<file path="src/rtl/stkpop_pkg.sv">
package stkpop_pkg;

   typedef enum logic [1:0] {
      DST_PLAIN  = 2'd0,
      DST_SELF   = 2'd1,
      DST_MEM_SP = 2'd2,
      DST_RSVD   = 2'd3
   } stkpop_dst_e;

   typedef enum logic {
      ST_IDLE = 1'b0,
      ST_WAIT = 1'b1
   } stkpop_state_e;

   typedef struct packed {
      logic        stk_wide;
      logic        op_wide;
      stkpop_dst_e dst;
   } stkpop_ctx_t;

endpackage

</file>
<file path="src/rtl/stkpop_size_sel.sv">
module stkpop_size_sel #(
   parameter int unsigned NARROW_BYTES = 2,
   parameter int unsigned WIDE_BYTES   = 4,
   parameter int unsigned CNT_W        = 3
) (
   input  logic             op_wide,
   output logic [CNT_W-1:0] step
);
   localparam logic [CNT_W-1:0] NARROW_C = CNT_W'(NARROW_BYTES);
   localparam logic [CNT_W-1:0] WIDE_C   = CNT_W'(WIDE_BYTES);

   always_comb begin
      step = op_wide ? WIDE_C : NARROW_C;
   end
endmodule

</file>
<file path="src/rtl/stkpop_ptr_adder.sv">
module stkpop_ptr_adder #(
   parameter int unsigned PTR_W       = 32,
   parameter int unsigned INC_W       = 3,
   parameter bit          SPLIT_CARRY = 1'b0
) (
   input  logic [PTR_W-1:0] ptr,
   input  logic [INC_W-1:0] inc,
   input  logic             stk_wide,
   output logic [PTR_W-1:0] sum
);
   localparam int unsigned HALF_W = PTR_W / 2;

   generate
      if (SPLIT_CARRY) begin : g_split
         logic [HALF_W:0]   lo_sum;
         logic [HALF_W-1:0] hi_sum;
         always_comb begin
            lo_sum = {1'b0, ptr[HALF_W-1:0]} + (HALF_W+1)'(inc);
            hi_sum = ptr[PTR_W-1:HALF_W] + HALF_W'(lo_sum[HALF_W]);
            sum    = {stk_wide ? hi_sum : ptr[PTR_W-1:HALF_W], lo_sum[HALF_W-1:0]};
         end
      end else begin : g_flat
         logic [PTR_W-1:0] full;
         always_comb begin
            full = ptr + PTR_W'(inc);
            sum  = stk_wide ? full : {ptr[PTR_W-1:HALF_W], full[HALF_W-1:0]};
         end
      end
   endgenerate
endmodule

</file>
<file path="src/rtl/stkpop_addr_view.sv">
module stkpop_addr_view #(
   parameter int unsigned PTR_W = 32
) (
   input  logic [PTR_W-1:0] ptr,
   input  logic             stk_wide,
   output logic [PTR_W-1:0] addr
);
   localparam int unsigned HALF_W = PTR_W / 2;

   always_comb begin
      addr = stk_wide ? ptr : {{HALF_W{1'b0}}, ptr[HALF_W-1:0]};
   end
endmodule

</file>
<file path="src/rtl/stkpop_ctrl.sv">
module stkpop_ctrl
   import stkpop_pkg::*;
(
   input  logic clk,
   input  logic rst_n,
   input  logic start,
   input  logic ack,
   output logic busy,
   output logic load,
   output logic commit
);
   stkpop_state_e state_q;

   always_comb begin
      busy   = (state_q == ST_WAIT);
      load   = start && (state_q == ST_IDLE);
      commit = ack && (state_q == ST_WAIT);
   end

   always_ff @(posedge clk) begin
      if (!rst_n) begin
         state_q <= ST_IDLE;
      end else if (load) begin
         state_q <= ST_WAIT;
      end else if (commit) begin
         state_q <= ST_IDLE;
      end
   end

   a_r9_no_reload_busy: assert property (@(posedge clk) disable iff (!rst_n)
      busy && !ack |=> busy);
endmodule

</file>
<file path="src/rtl/stkpop_unit.sv">
module stkpop_unit
   import stkpop_pkg::*;
#(
   parameter int unsigned PTR_W        = 32,
   parameter int unsigned NARROW_BYTES = 2,
   parameter int unsigned WIDE_BYTES   = 4,
   parameter bit          SPLIT_CARRY  = 1'b0,
   localparam int unsigned CNT_W       = $clog2(WIDE_BYTES + 1),
   localparam int unsigned HALF_W      = PTR_W / 2
) (
   input  logic             clk,
   input  logic             rst_n,
   input  logic             start_i,
   input  logic [PTR_W-1:0] sp_i,
   input  logic             stk_wide_i,
   input  logic             op_wide_i,
   input  logic [1:0]       dst_i,
   output logic             busy_o,
   output logic             rd_req_o,
   output logic [PTR_W-1:0] rd_addr_o,
   output logic [CNT_W-1:0] rd_bytes_o,
   input  logic             rd_ack_i,
   input  logic [PTR_W-1:0] rd_data_i,
   output logic             sp_wr_o,
   output logic [PTR_W-1:0] sp_next_o,
   output logic             ea_base_vld_o,
   output logic [PTR_W-1:0] ea_base_o
);
   generate
      if ((PTR_W % 2) != 0 || PTR_W < 4) begin : g_bad_width
         $error("stkpop_unit: PTR_W must be even and at least 4");
      end
      if (WIDE_BYTES <= NARROW_BYTES || NARROW_BYTES == 0) begin : g_bad_step
         $error("stkpop_unit: need 0 < NARROW_BYTES < WIDE_BYTES");
      end
   endgenerate

   logic             busy, load, commit;
   stkpop_ctx_t      ctx_q;
   logic [PTR_W-1:0] sp_q;
   logic [CNT_W-1:0] step;
   logic [PTR_W-1:0] stepped, stepped_view, final_sp;

   stkpop_ctrl u_ctrl (
      .clk    (clk),
      .rst_n  (rst_n),
      .start  (start_i),
      .ack    (rd_ack_i),
      .busy   (busy),
      .load   (load),
      .commit (commit)
   );

   stkpop_size_sel #(
      .NARROW_BYTES (NARROW_BYTES),
      .WIDE_BYTES   (WIDE_BYTES),
      .CNT_W        (CNT_W)
   ) u_size (
      .op_wide (ctx_q.op_wide),
      .step    (step)
   );

   stkpop_ptr_adder #(
      .PTR_W       (PTR_W),
      .INC_W       (CNT_W),
      .SPLIT_CARRY (SPLIT_CARRY)
   ) u_add (
      .ptr      (sp_q),
      .inc      (step),
      .stk_wide (ctx_q.stk_wide),
      .sum      (stepped)
   );

   stkpop_addr_view #(.PTR_W(PTR_W)) u_rd_view (
      .ptr      (sp_q),
      .stk_wide (ctx_q.stk_wide),
      .addr     (rd_addr_o)
   );

   stkpop_addr_view #(.PTR_W(PTR_W)) u_ea_view (
      .ptr      (stepped),
      .stk_wide (ctx_q.stk_wide),
      .addr     (stepped_view)
   );

   always_comb begin
      unique case (ctx_q.dst)
         DST_SELF:
            final_sp = ctx_q.op_wide ? rd_data_i
                                     : {stepped[PTR_W-1:HALF_W], rd_data_i[HALF_W-1:0]};
         default:
            final_sp = stepped;
      endcase
   end

   always_ff @(posedge clk) begin
      if (!rst_n) begin
         ctx_q <= '{stk_wide: 1'b0, op_wide: 1'b0, dst: DST_PLAIN};
         sp_q  <= '0;
      end else if (load) begin
         ctx_q <= '{stk_wide: stk_wide_i, op_wide: op_wide_i, dst: stkpop_dst_e'(dst_i)};
         sp_q  <= sp_i;
      end
   end

   always_ff @(posedge clk) begin
      if (!rst_n) begin
         sp_wr_o       <= 1'b0;
         ea_base_vld_o <= 1'b0;
         sp_next_o     <= '0;
         ea_base_o     <= '0;
      end else begin
         sp_wr_o       <= commit;
         ea_base_vld_o <= commit && (ctx_q.dst == DST_MEM_SP);
         if (commit) begin
            sp_next_o <= final_sp;
            ea_base_o <= stepped_view;
         end
      end
   end

   always_comb begin
      busy_o     = busy;
      rd_req_o   = busy;
      rd_bytes_o = step;
   end

   a_r2_req_after_start: assert property (@(posedge clk) disable iff (!rst_n)
      start_i && !busy_o |=> rd_req_o);
   a_r10_hold_req: assert property (@(posedge clk) disable iff (!rst_n)
      rd_req_o && !rd_ack_i |=> rd_req_o && $stable(rd_addr_o) && $stable(rd_bytes_o));
   a_r3_bytes_legal: assert property (@(posedge clk) disable iff (!rst_n)
      rd_req_o |-> (rd_bytes_o == CNT_W'(NARROW_BYTES)) || (rd_bytes_o == CNT_W'(WIDE_BYTES)));
   a_r6_commit_follows_ack: assert property (@(posedge clk) disable iff (!rst_n)
      rd_req_o && rd_ack_i |=> sp_wr_o && !rd_req_o);
   a_r6_single_strobe: assert property (@(posedge clk) disable iff (!rst_n)
      sp_wr_o |=> !sp_wr_o);
   a_r7_vld_with_commit: assert property (@(posedge clk) disable iff (!rst_n)
      ea_base_vld_o |-> sp_wr_o);
   a_r5_upper_kept: assert property (@(posedge clk) disable iff (!rst_n)
      sp_wr_o && !ctx_q.stk_wide && (ctx_q.dst != DST_SELF)
      |-> sp_next_o[PTR_W-1:HALF_W] == sp_q[PTR_W-1:HALF_W]);
endmodule

</file>
<file path="config.mk">
export PLATFORM = sky130hd
export DESIGN_NAME = stkpop_unit
export DESIGN_NICKNAME = d
export VERILOG_FILES = /design/src/rtl/stkpop_pkg.sv /design/src/rtl/stkpop_size_sel.sv /design/src/rtl/stkpop_ptr_adder.sv /design/src/rtl/stkpop_addr_view.sv /design/src/rtl/stkpop_ctrl.sv /design/src/rtl/stkpop_unit.sv
export SDC_FILE = /design/constraint.sdc
export NUM_CORES = 1
export LEC_CHECK = 0
export BUFFER_PORTS_ARGS = -buffer_cell sky130_fd_sc_hd__buf_2
export CORE_MARGIN = 5
export CORE_UTILIZATION = 49
export DETAILED_ROUTE_END_ITERATION = 8
export PLACE_DENSITY = 0.8
export SETUP_SLACK_MARGIN = 0.4
export SLEW_MARGIN = 5
export SYNTH_ARGS = -nofsm -noshare
export SYNTH_HDL_FRONTEND = slang
export SYNTH_SLANG_ARGS = --single-unit
</file>
<file path="constraint.sdc">
create_clock -name clk -period 3.05 [get_ports clk]
set_input_delay 0.4575 -clock clk [delete_from_list [all_inputs] [get_ports clk]]
set_output_delay 0.4575 -clock clk [all_outputs]
set_load 0.02 [all_outputs]
</file>
==> report_table.html, run 1 <==
<table>
<tr><th>Metric</th><th>Value</th></tr>
<tr><th colspan="2">Global route</th></tr>
<tr><td>Largest net degree at the start of global routing</td><td>38</td></tr>
<tr><td>Vias in the first global route</td><td>4398</td></tr>
<tr><td>Initial antenna violation count</td><td>0</td></tr>
<tr><td>GR Overflow Total</td><td>0</td></tr>
<tr><td>Global-route wire length before repair</td><td>21600 um</td></tr>
<tr><td>GRT Total Usage</td><td>23.1%</td></tr>
<tr><th colspan="2">Finish</th></tr>
<tr><td># nets final</td><td>778</td></tr>
<tr><td>Area delta synth-&gt;final</td><td>22.2%</td></tr>
<tr><td>Fraction of layout cells with a size suffix above 1</td><td>30.4%</td></tr>
<tr><td>Count of antenna diodes in the layout</td><td>0</td></tr>
<tr><td>Storage cell area</td><td>2060 um2</td></tr>
<tr><td>Final-layout fill cell count</td><td>867</td></tr>
<tr><td>Area occupied by multi-input gates</td><td>2330 um2</td></tr>
<tr><td>Final cell count without fillers</td><td>837</td></tr>
<tr><th colspan="2">STA</th></tr>
<tr><td>Tmin final</td><td>2460 ps</td></tr>
<tr><td>Final count of hold timing violations</td><td>0</td></tr>
<tr><td>Count of final max-slew check failures</td><td>0</td></tr>
<tr><td>Share of the clock period used by the worst path</td><td>80.7%</td></tr>
<tr><td>Total Negative Setup Slacks</td><td>0 ps</td></tr>
<tr><td>Final setup violation count</td><td>0</td></tr>
<tr><td>Worst Clk Skew</td><td>10.3 ps</td></tr>
<tr><td>Max Fclk</td><td>406 MHz</td></tr>
<tr><td>Setup repair after global routing missed its margin</td><td>false</td></tr>
<tr><td>Slew at the pin closest to its max-slew limit</td><td>1120 ps</td></tr>
<tr><td>Tightest slew margin relative to the limit</td><td>24.9%</td></tr>
<tr><th colspan="2">Setup path</th></tr>
<tr><td>Crit path capture</td><td>ea_base_o[31]$_SDFFE_PN0P_</td></tr>
<tr><td>Number of buffers and inverters on the critical path</td><td>2</td></tr>
<tr><td>Startpoint-to-endpoint class of the critical path</td><td>reg -&gt; reg</td></tr>
<tr><td>Cell with the largest stage delay on the worst path</td><td>or4_1</td></tr>
<tr><td>Critical path data required time</td><td>3350 ps</td></tr>
<tr><td>Worst Setup Start Kind</td><td>register</td></tr>
<tr><td>Crit. Startpoint</td><td>ctx_q[2]$_SDFFE_PN0P_</td></tr>
<tr><td>Arrival time worst endpoint</td><td>2770 ps</td></tr>
<tr><td>Stage delay of the slowest cell on the critical path</td><td>550 ps</td></tr>
<tr><td>Number of cells traversed by the worst register-to-register path</td><td>8</td></tr>
<tr><td>Worst R2R Start</td><td>ctx_q[2]$_SDFFE_PN0P_</td></tr>
<tr><td>Max Fanout on Critical Path</td><td>6</td></tr>
<tr><td>Top cell family by delay on the critical path</td><td>simple AND/OR/NAND/NOR gates</td></tr>
<tr><td>Crit Reg-Reg Endpoint</td><td>ea_base_o[31]$_SDFFE_PN0P_</td></tr>
<tr><td>Kind of end point of the critical path</td><td>register</td></tr>
<tr><td>Crit path depth</td><td>8</td></tr>
<tr><td>Setup slack on the worst flop-to-flop path</td><td>590 ps</td></tr>
<tr><td>Cells along the critical path</td><td>inv_1, ha_1, inv_1, fa_1, nor3_2, nand4_1, or4_1, nand4_1</td></tr>
<tr><th colspan="2">Synth</th></tr>
<tr><td>Number of enable flip-flop cells after synthesis</td><td>0</td></tr>
<tr><td>Proportion of synthesized flip-flops having asynchronous set or reset</td><td>0%</td></tr>
<tr><td>Most used flip-flop cell after synthesis</td><td>dfxtp_1</td></tr>
<tr><td>Count of yosys warnings during synthesis</td><td>0</td></tr>
<tr><td>Top cells by area in the synthesized netlist</td><td>dfxtp_1 44%, nand2_1 9.7%, o21ai_0 6.3%, a21boi_0 6.1%, buf_4 3.2%</td></tr>
<tr><td>Synthesized cell area</td><td>4700 um2</td></tr>
<tr><td>Synthesized area per cell</td><td>8.34 um2</td></tr>
<tr><td>List of most frequent post-synthesis cells</td><td>121 x nand2_1, 103 x dfxtp_1, 59 x o21ai_0</td></tr>
<tr><td>Number of standard cells after synthesis</td><td>563</td></tr>
<tr><td>Area share of the largest cell type after synthesis</td><td>43.9%</td></tr>
<tr><td>Count of distinct cell types in the synthesized netlist</td><td>51</td></tr>
<tr><td>Synthesized Nets</td><td>638</td></tr>
<tr><td>Most frequent cell after synthesis</td><td>nand2_1</td></tr>
<tr><td>Leading area contributor after synthesis</td><td>dfxtp_1</td></tr>
<tr><td>Portion of the post-synthesis area used by sequential elements</td><td>43.9%</td></tr>
<tr><td>Register bit total from synthesis</td><td>103</td></tr>
<tr><th colspan="2">Detailed routing</th></tr>
<tr><td>Initial DRC Count</td><td>262</td></tr>
<tr><td>Wire length on met3</td><td>1130 um</td></tr>
<tr><td>Sum of routed wire segments on met1</td><td>5830 um</td></tr>
<tr><td>Antenna Nets Post-Route</td><td>0</td></tr>
<tr><td>Post-route DRC violation count</td><td>0</td></tr>
<tr><td>Vias post-DR</td><td>4579</td></tr>
<tr><td>Top routing layer used</td><td>met4</td></tr>
<tr><td>Routed wire length</td><td>13800 um</td></tr>
<tr><td>Met2 wire length</td><td>6540 um</td></tr>
<tr><td>Number of vias per cell</td><td>5.47</td></tr>
<tr><td>Number of iterations in the first detailed-routing pass</td><td>5</td></tr>
<tr><td>Average wire length per cell after detail routing</td><td>16.5 um</td></tr>
<tr><th colspan="2">Power</th></tr>
<tr><td>Net switching share of the total power</td><td>28.1%</td></tr>
<tr><td>Combinational Power Share</td><td>11.7%</td></tr>
<tr><td>Leakage power</td><td>2.48 nW</td></tr>
<tr><td>Total internal power</td><td>1.90 mW</td></tr>
<tr><td>Peak supply drop</td><td>390 uV</td></tr>
<tr><td>Part of the total power dissipated in sequential elements</td><td>55.1%</td></tr>
<tr><td>Clock group share of total power</td><td>33.1%</td></tr>
<tr><td>Power density relative to cell area</td><td>460 nW/um2</td></tr>
<tr><td>NetSw</td><td>0.743 mW</td></tr>
<tr><th colspan="2">Clocking</th></tr>
<tr><td>CTS tree</td><td>done</td></tr>
<tr><td>Clock latency at the later pin of the worst-skew pair</td><td>370 ps</td></tr>
<tr><td>Buffer cell driving the clock tree root</td><td>clkbuf_8</td></tr>
<tr><td>Clock-pin transition on the worst setup and hold timing paths</td><td>100 ps</td></tr>
<tr><td>Maximum clock insertion buffer count</td><td>2</td></tr>
<tr><td>Number of sinks on the clock net</td><td>103</td></tr>
<tr><td>Number of buffers added by the clock tree synthesis step</td><td>9</td></tr>
<tr><td>Depth of the CTS H-tree</td><td>3</td></tr>
<tr><th colspan="2">Floorplanning</th></tr>
<tr><td>Area of the die</td><td>11600 um2</td></tr>
<tr><td>Placeable core region</td><td>9280 um2</td></tr>
<tr><td>Starting density of the core</td><td>50.6%</td></tr>
<tr><td>Number of placement rows</td><td>35</td></tr>
<tr><td>Overall die width</td><td>108 um</td></tr>
<tr><td>Number of I/O pins</td><td>175</td></tr>
<tr><td>Die extent in y</td><td>108 um</td></tr>
<tr><th colspan="2">Placement</th></tr>
<tr><td>Placed Instances</td><td>821</td></tr>
<tr><td>Placer Congestion</td><td>0.902</td></tr>
<tr><td>HPWL after DPL</td><td>10500 um</td></tr>
<tr><td>Number of buffers inserted by port buffering</td><td>173</td></tr>
<tr><th colspan="2">Outcome</th></tr>
<tr><td>Result of the run</td><td>finished, final reports clean</td></tr>
<tr><th colspan="2">Worst hold path</th></tr>
<tr><td>Worst min-delay path category</td><td>in -&gt; reg</td></tr>
<tr><th colspan="2">Run</th></tr>
<tr><td>Count of max-cap constraint violations</td><td>0</td></tr>
</table>
power by group through the flow:
stage                     clock network (mW)  registers [mW]  logic [mW]
final                                  0.875            1.46       0.310
after global routing                   0.954            1.46       0.339
after CTS                              0.888            1.45       0.310
after detailed placement                   0            1.49       0.309
after global placement                     0            1.48       0.303
after floorplan                            0            1.48       0.194
state kept, by name, indices dropped and copies added (netlist names):
signal and flops:
ea_base_o 32, sp_next_o 32, sp_q 32, ctx_q 4
ea_base_vld_o 1, sp_wr_o 1, u_ctrl.busy 1
final cells by class:
| type | instances | area share, % |
|---|---|---|
| multi-input combinational | 397 | 40.5 |
| sequential | 103 | 35.9 |
| timing repair buffer | 185 | 16.7 |
| tap | 129 | 2.81 |
| clock buffer | 9 | 2.16 |
| clock inverter | 7 | 1.42 |
| inverter | 7 | 0.458 |
through the flow:
stage	power (mW)	worst slack (ps)	util, %	instance area, um2	hold WS, ps
floorplan	1.67	714	-	4700	436
global placement	1.78	741	59.5	5530	430
detailed placement	1.79	584	59.5	5530	436
CTS	2.65	562	61.7	5730	310
global route	2.76	444	61.8	5740	326
finish	2.64	588	61.8	5740	315
layout by cell type, fill, tap and decap left out, drive strengths merged, types with 4 or more instances in the layout:
cell	count
a21boi	38
a21o	4
a21oi	9
a22oi	15
a32oi	7
and2	18
and3	5
and4	4
buf	185
clkbuf	9
dfxtp	103
inv	9
nand2	122
nand3	21
nand4	14
nor2	9
nor3	10
nor4	5
o21ai	61
xnor2	14
xor2	17
tightest hold or removal path, stage by stage:
cell and delay [ps]:
buf_2 70, a22oi_1 60, o21ai_0 60
logic make-up after synthesis:
logic type / after synthesis / share of synthesized area (%)
AOI/OAI and AO/OA: 139 / 18.7
buffers and inverters: 63 / 7.06
and+or+nand+nor: 221 / 23.0
muxes: 2 / 0.426
other: 1 / 0.0799
xor gates and xnor gates: 31 / 5.78
DFF: 103 / 43.9
adders and majority gates: 3 / 0.959
layer usage:
layer / global-route usage [%] / up-vias
met5: 0 / -
met4: 9.02 / 0
met3: 3.48 / 32
met2: 38.1 / 226
met1: 30.4 / 2125
li1: - / 2196
worst min-delay path by stage:
stage / startpoint / to / slack [ps] / cells past startpoint
floorplan: ctx_q[0]$_SDFFE_PN0P_ / ea_base_vld_o$_SDFF_PN0_ / 440 / 1
global placement: sp_next_o[7]$_SDFFE_PN0P_ / sp_next_o[7]$_SDFFE_PN0P_ / 430 / 1
detailed placement: sp_next_o[6]$_SDFFE_PN0P_ / sp_next_o[6]$_SDFFE_PN0P_ / 440 / 1
CTS: rd_data_i[24] / sp_next_o[24]$_SDFFE_PN0P_ / 310 / 3
global route: start_i / u_ctrl.busy$_SDFFE_PN0P_ / 330 / 2
finish: rd_data_i[24] / sp_next_o[24]$_SDFFE_PN0P_ / 320 / 3
repair_timing:
action                     4_1_cts  5_1_grt
hold buffers                     0        0
setup endpoints to repair        0        2
resized for setup                0        1
hold endpoints to repair         0        0
buffers inserted                 0        0
Power figures use the tool's default switching activity.
==> inputs of run 2 (changes only) <==
CORE_UTILIZATION = 45   (was 49)
PLACE_DENSITY = 0.77   (was 0.8)
clock period = 2.25 ns   (was 3.05 ns; I/O delays follow)
==> run 2 against run 1 <==
Critical path depth grew 2; global-route usage decreased by 0.080 points; cell area up 8.9%; clock-buffer cell count up 2; clock skew is 0.80 ps lower; register-to-register slack worse by 480 ps; clock power rose by 60%; critical path type unchanged; critical endpoint is now ea_base_o[27]$_SDFFE_PN0P_.
==> report_table.html, run 2 (synthesized netlist as in run 1, its figures left out) <==
<table>
<tr><th>Metric</th><th>Value</th></tr>
<tr><th colspan="2">STA</th></tr>
<tr><td>Final setup violation count</td><td>0 (unchanged)</td></tr>
<tr><td>Count of final max-slew check failures</td><td>0 (unchanged)</td></tr>
<tr><td>Worst path setup slack after routing</td><td>110 ps (-478 ps)</td></tr>
<tr><td>Setup repair after global routing missed its margin</td><td>true</td></tr>
<tr><td>Slew at the pin closest to its max-slew limit</td><td>711 ps (-410 ps)</td></tr>
<tr><td>Total Negative Setup Slacks</td><td>0 ps (unchanged)</td></tr>
<tr><td>Worst Clk Skew</td><td>9.51 ps (-0.801 ps)</td></tr>
<tr><td>Share of the clock period used by the worst path</td><td>95.1% (+14 points)</td></tr>
<tr><td>Final count of hold timing violations</td><td>0 (unchanged)</td></tr>
<tr><td>Tightest slew margin relative to the limit</td><td>52.5% (+28 points)</td></tr>
<tr><td>Max Fclk</td><td>467 MHz (+15%)</td></tr>
<tr><td>Tmin final</td><td>2140 ps (-322 ps)</td></tr>
<tr><th colspan="2">Detailed routing</th></tr>
<tr><td>Number of vias per cell</td><td>5.48 (+0.24%)</td></tr>
<tr><td>Average wire length per cell after detail routing</td><td>17.4 um (+5.6%)</td></tr>
<tr><td>Vias post-DR</td><td>4771 (+4.2%)</td></tr>
<tr><td>Routed wire length</td><td>15200 um (+9.7%)</td></tr>
<tr><td>Antenna Nets Post-Route</td><td>0 (unchanged)</td></tr>
<tr><td>Post-route DRC violation count</td><td>0 (unchanged)</td></tr>
<tr><td>Number of iterations in the first detailed-routing pass</td><td>6 (+1)</td></tr>
<tr><td>Initial DRC Count</td><td>416 (+59%)</td></tr>
<tr><th colspan="2">Run</th></tr>
<tr><td>Count of max-cap constraint violations</td><td>0 (unchanged)</td></tr>
<tr><th colspan="2">Global route</th></tr>
<tr><td>Largest net degree at the start of global routing</td><td>65 (+71%)</td></tr>
<tr><td>GR Overflow Total</td><td>0 (unchanged)</td></tr>
<tr><td>Initial antenna violation count</td><td>0 (unchanged)</td></tr>
<tr><td>Global-route wire length before repair</td><td>23600 um (+9.1%)</td></tr>
<tr><td>Vias in the first global route</td><td>4614 (+4.9%)</td></tr>
<tr><td>GRT Total Usage</td><td>23.1% (-0.080 points)</td></tr>
<tr><th colspan="2">Setup path</th></tr>
<tr><td>Startpoint-to-endpoint class of the critical path</td><td>reg -&gt; reg</td></tr>
<tr><td>Critical path data required time</td><td>2510 ps (-840 ps)</td></tr>
<tr><td>Cells along the critical path</td><td>inv_8, ha_4, inv_2, fa_2, buf_6, nor4_4, buf_6, nand4_1, xor2_1, o21ai_1</td></tr>
<tr><td>Crit path depth</td><td>10 (+2)</td></tr>
<tr><td>Number of cells traversed by the worst register-to-register path</td><td>10 (+2)</td></tr>
<tr><td>Top cell family by delay on the critical path</td><td>adder cells</td></tr>
<tr><td>Crit. Startpoint</td><td>ctx_q[2]$_SDFFE_PN0P_</td></tr>
<tr><td>Arrival time worst endpoint</td><td>2400 ps (-370 ps)</td></tr>
<tr><td>Cell repeated most along the worst path</td><td>buf_6</td></tr>
<tr><td>Stage delay of the slowest cell on the critical path</td><td>440 ps (-110 ps)</td></tr>
<tr><td>Worst Setup Start Kind</td><td>register</td></tr>
<tr><td>Kind of end point of the critical path</td><td>register</td></tr>
<tr><td>Worst R2R Start</td><td>ctx_q[2]$_SDFFE_PN0P_</td></tr>
<tr><td>Number of buffers and inverters on the critical path</td><td>4 (+2)</td></tr>
<tr><td>Cell with the largest stage delay on the worst path</td><td>fa_2</td></tr>
<tr><td>Setup slack on the worst flop-to-flop path</td><td>110 ps (-480 ps)</td></tr>
<tr><td>Max Fanout on Critical Path</td><td>4 (-2)</td></tr>
<tr><td>Crit path capture</td><td>ea_base_o[27]$_SDFFE_PN0P_</td></tr>
<tr><td>Crit Reg-Reg Endpoint</td><td>ea_base_o[27]$_SDFFE_PN0P_</td></tr>
<tr><th colspan="2">Clocking</th></tr>
<tr><td>CTS tree</td><td>done</td></tr>
<tr><td>Buffer cell driving the clock tree root</td><td>clkbuf_8</td></tr>
<tr><td>Clock latency at the later pin of the worst-skew pair</td><td>380 ps (about the same)</td></tr>
<tr><td>Hold buffers post-CTS</td><td>0 (unchanged)</td></tr>
<tr><td>Clock-pin transition on the worst setup and hold timing paths</td><td>90 ps (about the same)</td></tr>
<tr><td>Depth of the CTS H-tree</td><td>3 (unchanged)</td></tr>
<tr><td>Number of buffers added by the clock tree synthesis step</td><td>9 (unchanged)</td></tr>
<tr><td>Maximum clock insertion buffer count</td><td>2 (unchanged)</td></tr>
<tr><td>Number of sinks on the clock net</td><td>103 (unchanged)</td></tr>
<tr><th colspan="2">Finish</th></tr>
<tr><td>Largest registers in the final layout</td><td>ea_base_o (32), sp_next_o (32), sp_q (32)</td></tr>
<tr><td>Area occupied by multi-input gates</td><td>2530 um2 (+8.6%)</td></tr>
<tr><td>Area delta synth-&gt;final</td><td>33.0%</td></tr>
<tr><td>Leading cell type in the layout, fill and taps excluded</td><td>buf_2</td></tr>
<tr><td>Commonest cells after routing, fill and taps aside</td><td>173 x buf_2, 120 x nand2_1, 102 x dfxtp_1, 41 x o21ai_0, 37 x a21boi_0</td></tr>
<tr><td>Storage cell area</td><td>2070 um2 (+0.18%)</td></tr>
<tr><td># nets final</td><td>804 (+3.3%)</td></tr>
<tr><td>Count of antenna diodes in the layout</td><td>0 (unchanged)</td></tr>
<tr><td>Fraction of layout cells with a size suffix above 1</td><td>36.4% (+6.0 points)</td></tr>
<tr><td>Final-layout fill cell count</td><td>890 (+2.7%)</td></tr>
<tr><th colspan="2">Outcome</th></tr>
<tr><td>Result of the run</td><td>finished, final reports clean</td></tr>
<tr><th colspan="2">Placement</th></tr>
<tr><td>HPWL after DPL</td><td>11100 um (+5.1%)</td></tr>
<tr><td>Worst setup slack after placement</td><td>120 ps (-464 ps)</td></tr>
<tr><td>Placer Congestion</td><td>0.990 (+9.7%)</td></tr>
<tr><td>Number of buffers inserted by port buffering</td><td>173 (unchanged)</td></tr>
<tr><th colspan="2">Worst hold path</th></tr>
<tr><td>Worst min-delay path category</td><td>in -&gt; reg</td></tr>
<tr><td>Instance count along the most critical hold path</td><td>2 (-1)</td></tr>
<tr><th colspan="2">Floorplanning</th></tr>
<tr><td>Number of I/O pins</td><td>175 (unchanged)</td></tr>
<tr><td>Starting density of the core</td><td>45.9% (-4.7 points)</td></tr>
<tr><td>Overall die width</td><td>112 um (+3.9%)</td></tr>
<tr><td>Area of the die</td><td>12600 um2 (+8.0%)</td></tr>
<tr><td>Die extent in y</td><td>112 um (+3.9%)</td></tr>
<tr><td>Number of placement rows</td><td>37 (+5.7%)</td></tr>
<tr><td>Placeable core region</td><td>10200 um2 (+10%)</td></tr>
<tr><th colspan="2">Power</th></tr>
<tr><td>Power density relative to cell area</td><td>618 nW/um2 (+34%)</td></tr>
<tr><td>Net switching share of the total power</td><td>25.9% (-2.2 points)</td></tr>
<tr><td>Combinational Power Share</td><td>13.2% (+1.5 points)</td></tr>
<tr><td>Leakage power</td><td>2.74 nW (+11%)</td></tr>
<tr><td>Part of the total power dissipated in sequential elements</td><td>50.6% (-4.5 points)</td></tr>
<tr><td>NetSw</td><td>1.00 mW (+35%)</td></tr>
<tr><td>Clock group share of total power</td><td>36.2% (+3.1 points)</td></tr>
<tr><td>Peak supply drop</td><td>314 uV (-19%)</td></tr>
<tr><td>Total internal power</td><td>2.86 mW (+51%)</td></tr>
</table>
-- run 2: cell types whose count changed in the layout (fill, tap and decap cells not counted), moves of 3 or more --
cell,delta
o21ai_0,-18
buf_4,+17
o21ai_1,+17
buf_6,+6
xnor2_1,-6
nand3_1,-5
xnor2_2,+5
nand3_2,+4
clkinvlp_4,-3
xor2_1,-3
-- run 2: through the flow --
step                hold WS (ps)  power [mW]  utilization (%)  cell area, um2  cells
finish                       188        3.86             61.1            6250    870
global route                 180        4.02             61.1            6250    870
CTS                          177        3.86             60.1            6150    868
detailed placement           439        2.47             55.9            5720    844
global placement             431        2.46             55.9            5720    844
floorplan                    436        2.27                -            4750    563
-- run 2: power by group through the flow --
stage / clock network (mW) / logic (mW) / registers, mW
after floorplan: 0 / 0.267 / 2.01
after global placement: 0 / 0.466 / 1.99
after detailed placement: 0 / 0.476 / 1.99
after CTS: 1.42 / 0.494 / 1.95
after global routing: 1.50 / 0.554 / 1.96
final: 1.40 / 0.511 / 1.96
-- run 2: layout make-up --
cell class                      instances  share of cell area, %
Clock buffer                           11                   2.26
Sequential cell                       103                   33.1
Clock inverter                          5                   1.66
Timing Repair Buffer                  211                   19.3
Tap cell                              136                   2.72
Multi-Input combinational cell        397                   40.4
Inverter                                7                  0.541
-- run 2: timing repair --
item | 4_1_cts | 5_1_grt
endpoints found under the setup margin | 47 | 61
pin swaps | 18 | 21
gates resized for setup | 28 | 20
endpoints found under the hold margin | 0 | 0
buffers inserted | 8 | 2
-- run 2: how the worst min path moves through the flow --
stage | startpoint | to | slack (ps)
after floorplan | ctx_q[0]$_SDFFE_PN0P_ | ea_base_vld_o$_SDFF_PN0_ | 440
after global routing | start_i | u_ctrl.busy$_SDFFE_PN0P_ | 180
after CTS | start_i | u_ctrl.busy$_SDFFE_PN0P_ | 180
after global placement | sp_next_o[7]$_SDFFE_PN0P_ | sp_next_o[7]$_SDFFE_PN0P_ | 430
final | start_i | u_ctrl.busy$_SDFFE_PN0P_ | 190
after detailed placement | ea_base_o[3]$_SDFFE_PN0P_ | ea_base_o[3]$_SDFFE_PN0P_ | 440
-- run 2: layer usage --
layer | GRT usage (%) | wire [um] | share of wire (%) | vias to the layer above
met2 | 35.8 | 6910 | 46 | 251
met4 | 10.5 | 561 | 3.7 | 0
met5 | 0 | 0 | 0 | -
li1 | - | - | - | 2251
met1 | 29.8 | 6350 | 42 | 2224
met3 | 6.58 | 1350 | 8.9 | 45
==> inputs of run 3 (changes only) <==
ABC_AREA = 1   (was unset)
PLACE_DENSITY = 0.76   (was 0.77)
==> run 3 against run 2 <==
Maximum frequency rose by 8.2%; power rose by 1.1%; worst hold slack better by 2.2 ps; sequential share of layout area hardly changed; clock power is 10% lower.
==> report_table.html, run 3 <==
<table>
<tr><th>Metric</th><th>Value</th></tr>
<tr><th colspan="2">Clocking</th></tr>
<tr><td>Number of buffers added by the clock tree synthesis step</td><td>9 (unchanged)</td></tr>
<tr><td>Clock latency at the later pin of the worst-skew pair</td><td>370 ps (about the same)</td></tr>
<tr><td>Buffer cell driving the clock tree root</td><td>clkbuf_8</td></tr>
<tr><td>Number of sinks on the clock net</td><td>103 (unchanged)</td></tr>
<tr><td>Hold buffers post-CTS</td><td>0 (unchanged)</td></tr>
<tr><td>Maximum clock insertion buffer count</td><td>2 (unchanged)</td></tr>
<tr><td>Clock-pin transition on the worst setup and hold timing paths</td><td>110 ps (+20 ps)</td></tr>
<tr><td>Depth of the CTS H-tree</td><td>3 (unchanged)</td></tr>
<tr><td>CTS tree</td><td>done</td></tr>
<tr><th colspan="2">Synth</th></tr>
<tr><td>Synthesized area per cell</td><td>7.04 um2 (-16%)</td></tr>
<tr><td>Synthesized Nets</td><td>772 (+21%)</td></tr>
<tr><td>Synthesized cell area</td><td>4900 um2 (+4.4%)</td></tr>
<tr><td>Count of distinct cell types in the synthesized netlist</td><td>33 (-35%)</td></tr>
<tr><td>Area share of the largest cell type after synthesis</td><td>42.1% (-1.9 points)</td></tr>
<tr><td>Top cells by area in the synthesized netlist</td><td>dfxtp_1 42%, nand2_1 15%, o21ai_0 7.1%, nor2_1 6.3%, inv_1 4.7%</td></tr>
<tr><td>Count of yosys warnings during synthesis</td><td>0 (unchanged)</td></tr>
<tr><td>Most used flip-flop cell after synthesis</td><td>dfxtp_1</td></tr>
<tr><td>Most frequent cell after synthesis</td><td>nand2_1</td></tr>
<tr><td>List of most frequent post-synthesis cells</td><td>194 x nand2_1, 103 x dfxtp_1, 82 x nor2_1</td></tr>
<tr><td>Number of enable flip-flop cells after synthesis</td><td>0 (unchanged)</td></tr>
<tr><td>Number of standard cells after synthesis</td><td>697 (+24%)</td></tr>
<tr><td>Portion of the post-synthesis area used by sequential elements</td><td>42.1% (-1.9 points)</td></tr>
<tr><td>Register bit total from synthesis</td><td>103 (unchanged)</td></tr>
<tr><td>Leading area contributor after synthesis</td><td>dfxtp_1</td></tr>
<tr><td>Proportion of synthesized flip-flops having asynchronous set or reset</td><td>0% (unchanged)</td></tr>
<tr><th colspan="2">STA</th></tr>
<tr><td>Final count of hold timing violations</td><td>0 (unchanged)</td></tr>
<tr><td>Worst Clk Skew</td><td>14.0 ps (+4.45 ps)</td></tr>
<tr><td>Tmin final</td><td>1980 ps (-162 ps)</td></tr>
<tr><td>Tightest slew margin relative to the limit</td><td>60.9% (+8.4 points)</td></tr>
<tr><td>Hold Slack</td><td>190 ps (+2.23 ps)</td></tr>
<tr><td>Total Negative Setup Slacks</td><td>0 ps (unchanged)</td></tr>
<tr><td>Worst path setup slack after routing</td><td>272 ps (+162 ps)</td></tr>
<tr><td>Setup repair after global routing missed its margin</td><td>true</td></tr>
<tr><td>Share of the clock period used by the worst path</td><td>87.9% (-7.2 points)</td></tr>
<tr><td>Max Fclk</td><td>505 MHz (+8.2%)</td></tr>
<tr><td>Slew at the pin closest to its max-slew limit</td><td>586 ps (-125 ps)</td></tr>
<tr><td>Count of final max-slew check failures</td><td>0 (unchanged)</td></tr>
<tr><td>Final setup violation count</td><td>0 (unchanged)</td></tr>
<tr><th colspan="2">Outcome</th></tr>
<tr><td>Result of the run</td><td>finished, final reports clean</td></tr>
<tr><th colspan="2">Global route</th></tr>
<tr><td>Largest net degree at the start of global routing</td><td>60 (-7.7%)</td></tr>
<tr><td>GR Overflow Total</td><td>0 (unchanged)</td></tr>
<tr><td>GRT Total Usage</td><td>22.1% (-0.93 points)</td></tr>
<tr><td>Vias in the first global route</td><td>4531 (-1.8%)</td></tr>
<tr><td>Global-route wire length before repair</td><td>23200 um (-1.6%)</td></tr>
<tr><td>Initial antenna violation count</td><td>0 (unchanged)</td></tr>
<tr><th colspan="2">Finish</th></tr>
<tr><td>Largest registers in the final layout</td><td>ea_base_o (32), sp_next_o (32), sp_q (32)</td></tr>
<tr><td>Leading cell type in the layout, fill and taps excluded</td><td>nand2_1</td></tr>
<tr><td>Commonest cells after routing, fill and taps aside</td><td>182 x nand2_1, 173 x buf_2, 100 x dfxtp_1, 78 x nor2_1, 69 x o21ai_0</td></tr>
<tr><td>Util after Layout</td><td>58.2% (-2.9 points)</td></tr>
<tr><td># nets final</td><td>928 (+15%)</td></tr>
<tr><td>Post-route cell area</td><td>6250 um2 (about the same)</td></tr>
<tr><td>Fraction of layout cells with a size suffix above 1</td><td>31.7% (-4.7 points)</td></tr>
<tr><td>Count of antenna diodes in the layout</td><td>0 (unchanged)</td></tr>
<tr><td>Area delta synth-&gt;final</td><td>27.5%</td></tr>
<tr><th colspan="2">Detailed routing</th></tr>
<tr><td>Initial DRC Count</td><td>505 (+21%)</td></tr>
<tr><td>Routed wire length</td><td>14800 um (-2.4%)</td></tr>
<tr><td>Vias post-DR</td><td>4919 (+3.1%)</td></tr>
<tr><td>Antenna Nets Post-Route</td><td>0 (unchanged)</td></tr>
<tr><td>Number of iterations in the first detailed-routing pass</td><td>5 (-1)</td></tr>
<tr><td>Number of vias per cell</td><td>4.93 (-10%)</td></tr>
<tr><td>Post-route DRC violation count</td><td>0 (unchanged)</td></tr>
<tr><td>Average wire length per cell after detail routing</td><td>14.8 um (-15%)</td></tr>
<tr><th colspan="2">Floorplanning</th></tr>
<tr><td>Number of placement rows</td><td>38 (+2.7%)</td></tr>
<tr><td>Number of I/O pins</td><td>175 (unchanged)</td></tr>
<tr><td>Starting density of the core</td><td>45.6% (-0.26 points)</td></tr>
<tr><td>Area of the die</td><td>13100 um2 (+4.0%)</td></tr>
<tr><td>Placeable core region</td><td>10700 um2 (+5.0%)</td></tr>
<tr><td>Overall die width</td><td>114 um (+2.0%)</td></tr>
<tr><td>Die extent in y</td><td>114 um (+2.0%)</td></tr>
<tr><th colspan="2">Setup path</th></tr>
<tr><td>Arrival time worst endpoint</td><td>2240 ps (-160 ps)</td></tr>
<tr><td>Cell repeated most along the worst path</td><td>nand2_1</td></tr>
<tr><td>Crit path capture</td><td>sp_next_o[17]$_SDFFE_PN0P_</td></tr>
<tr><td>Crit. Startpoint</td><td>ctx_q[2]$_SDFFE_PN0P_</td></tr>
<tr><td>Number of buffers and inverters on the critical path</td><td>2 (-2)</td></tr>
<tr><td>Stage delay of the slowest cell on the critical path</td><td>370 ps (-70 ps)</td></tr>
<tr><td>Cells along the critical path</td><td>inv_4, ha_4, inv_2, fa_2, nor2_4, nand3_4, nor2_4, nand2_1, nand2_1, nand2_2, o21ai_2, nand2_1</td></tr>
<tr><td>Number of cells traversed by the worst register-to-register path</td><td>12 (+2)</td></tr>
<tr><td>Cell with the largest stage delay on the worst path</td><td>fa_2</td></tr>
<tr><td>Crit Reg-Reg Endpoint</td><td>sp_next_o[17]$_SDFFE_PN0P_</td></tr>
<tr><td>Critical path data required time</td><td>2510 ps (about the same)</td></tr>
<tr><td>Startpoint-to-endpoint class of the critical path</td><td>reg -&gt; reg</td></tr>
<tr><td>Max Fanout on Critical Path</td><td>6 (+2)</td></tr>
<tr><td>Crit path depth</td><td>12 (+2)</td></tr>
<tr><td>Worst Setup Start Kind</td><td>register</td></tr>
<tr><td>Setup slack on the worst flop-to-flop path</td><td>270 ps (+160 ps)</td></tr>
<tr><td>Worst R2R Start</td><td>ctx_q[2]$_SDFFE_PN0P_</td></tr>
<tr><td>Top cell family by delay on the critical path</td><td>simple AND/OR/NAND/NOR gates</td></tr>
<tr><td>Kind of end point of the critical path</td><td>register</td></tr>
<tr><th colspan="2">Placement</th></tr>
<tr><td>Placer Congestion</td><td>0.885 (-11%)</td></tr>
<tr><td>Worst setup slack after placement</td><td>257 ps (+137 ps)</td></tr>
<tr><td>Number of buffers inserted by port buffering</td><td>173 (unchanged)</td></tr>
<tr><td>HPWL after DPL</td><td>10900 um (-1.7%)</td></tr>
<tr><td>Post-detailed-placement cell area</td><td>5790 um2 (+1.2%)</td></tr>
<tr><th colspan="2">Power</th></tr>
<tr><td>Leakage power</td><td>3.23 nW (+18%)</td></tr>
<tr><td>Power density relative to cell area</td><td>625 nW/um2 (+1.0%)</td></tr>
<tr><td>Peak supply drop</td><td>379 uV (+20%)</td></tr>
<tr><th colspan="2">Worst hold path</th></tr>
<tr><td>Worst min-delay path category</td><td>in -&gt; reg</td></tr>
<tr><th colspan="2">Run</th></tr>
<tr><td>Count of max-cap constraint violations</td><td>0 (unchanged)</td></tr>
</table>
==> run 3: changes by cell type after synthesis, sizes merged, moves of 12 or more <==
cell,previous run,this run
a21boi,38,0
a21oi,9,23
a22oi,15,0
and2,18,6
clkbuf,31,18
inv,7,65
nand2,122,199
nor2,9,94
o21ai,61,85
==> run 3: worst register-to-register path: cells and delay by family, from the launching register on <==
family / cells / cell delay (ps)
flip-flops: 1 / 350
AO/OA/AOI/OAI: 1 / 130
AND/OR/NAND/NOR: 7 / 800
buffers and inverters: 2 / 90
adder cells (fa/ha/maj): 2 / 490
==> run 3: logic make-up after synthesis <==
kind of cell,Yosys count,share of synthesized area [%]
AND/OR/NAND/NOR,345,31.1
AO/OA/AOI/OAI,117,12.7
adder cells (fa/ha/maj),3,0.919
buffers and inverters,113,10.5
other,1,0.0765
XOR/XNOR,15,2.68
flip-flops,103,42.1
==> run 3: where the power goes <==
group          total (mW)  internal, mW  switching [mW]
Clock                1.26         0.565           0.695
Sequential           2.01          1.91           0.102
Combinational       0.633         0.229           0.404
==> run 3: worst min path at each step <==
stage | from | endpoint | slack [ps] | cells after the start
2_1_floorplan | ctx_q[0]$_SDFFE_PN0P_ | ea_base_vld_o$_SDFF_PN0_ | 420 | 1
3_3_place_gp | ctx_q[0]$_SDFFE_PN0P_ | ea_base_vld_o$_SDFF_PN0_ | 430 | 1
3_5_place_dp | sp_next_o[21]$_SDFFE_PN0P_ | sp_next_o[21]$_SDFFE_PN0P_ | 430 | 2
4_1_cts | sp_i[7] | sp_q[7]$_SDFFE_PN0P_ | 180 | 3
5_1_grt | sp_i[6] | sp_q[6]$_SDFFE_PN0P_ | 180 | 3
6_report | sp_i[7] | sp_q[7]$_SDFFE_PN0P_ | 190 | 3
==> run 3: timing repair <==
action	in CTS	in global routing
pin swaps	6	20
cloned	1	0
setup endpoints to repair	21	38
resized for setup	7	35
setup buffers	4	6
==> run 3: cell type report <==
| cell class | instances | area, um2 |
|---|---|---|
| well taps | 140 | 175 |
| fillers | 1061 | 4500 |
| multi-input cells | 482 | 2500 |
| clock inverters | 6 | 77.6 |
| inverters | 65 | 246 |
| clock buffers | 10 | 138 |
| flip-flops and latches | 103 | 2070 |
| repair buffers | 192 | 1040 |
==> run 3: per-stage QoR <==
stage	power, mW	instances
final	3.91	998
after global routing	4.09	998
after CTS	3.89	992
after detailed placement	2.65	971
after global placement	2.64	971
after floorplan	2.44	697
==> run 3: metal layers <==
metal  part of all wire (%)  vias up  track usage (%)  wire (um)
met2                     44      174             33.1       6540
met5                      0        -                0          0
met1                     47     2238             32.4       6910
met4                    1.5        0             6.41        225
li1                       -     2489                -          -
met3                    7.6       18             4.12       1130
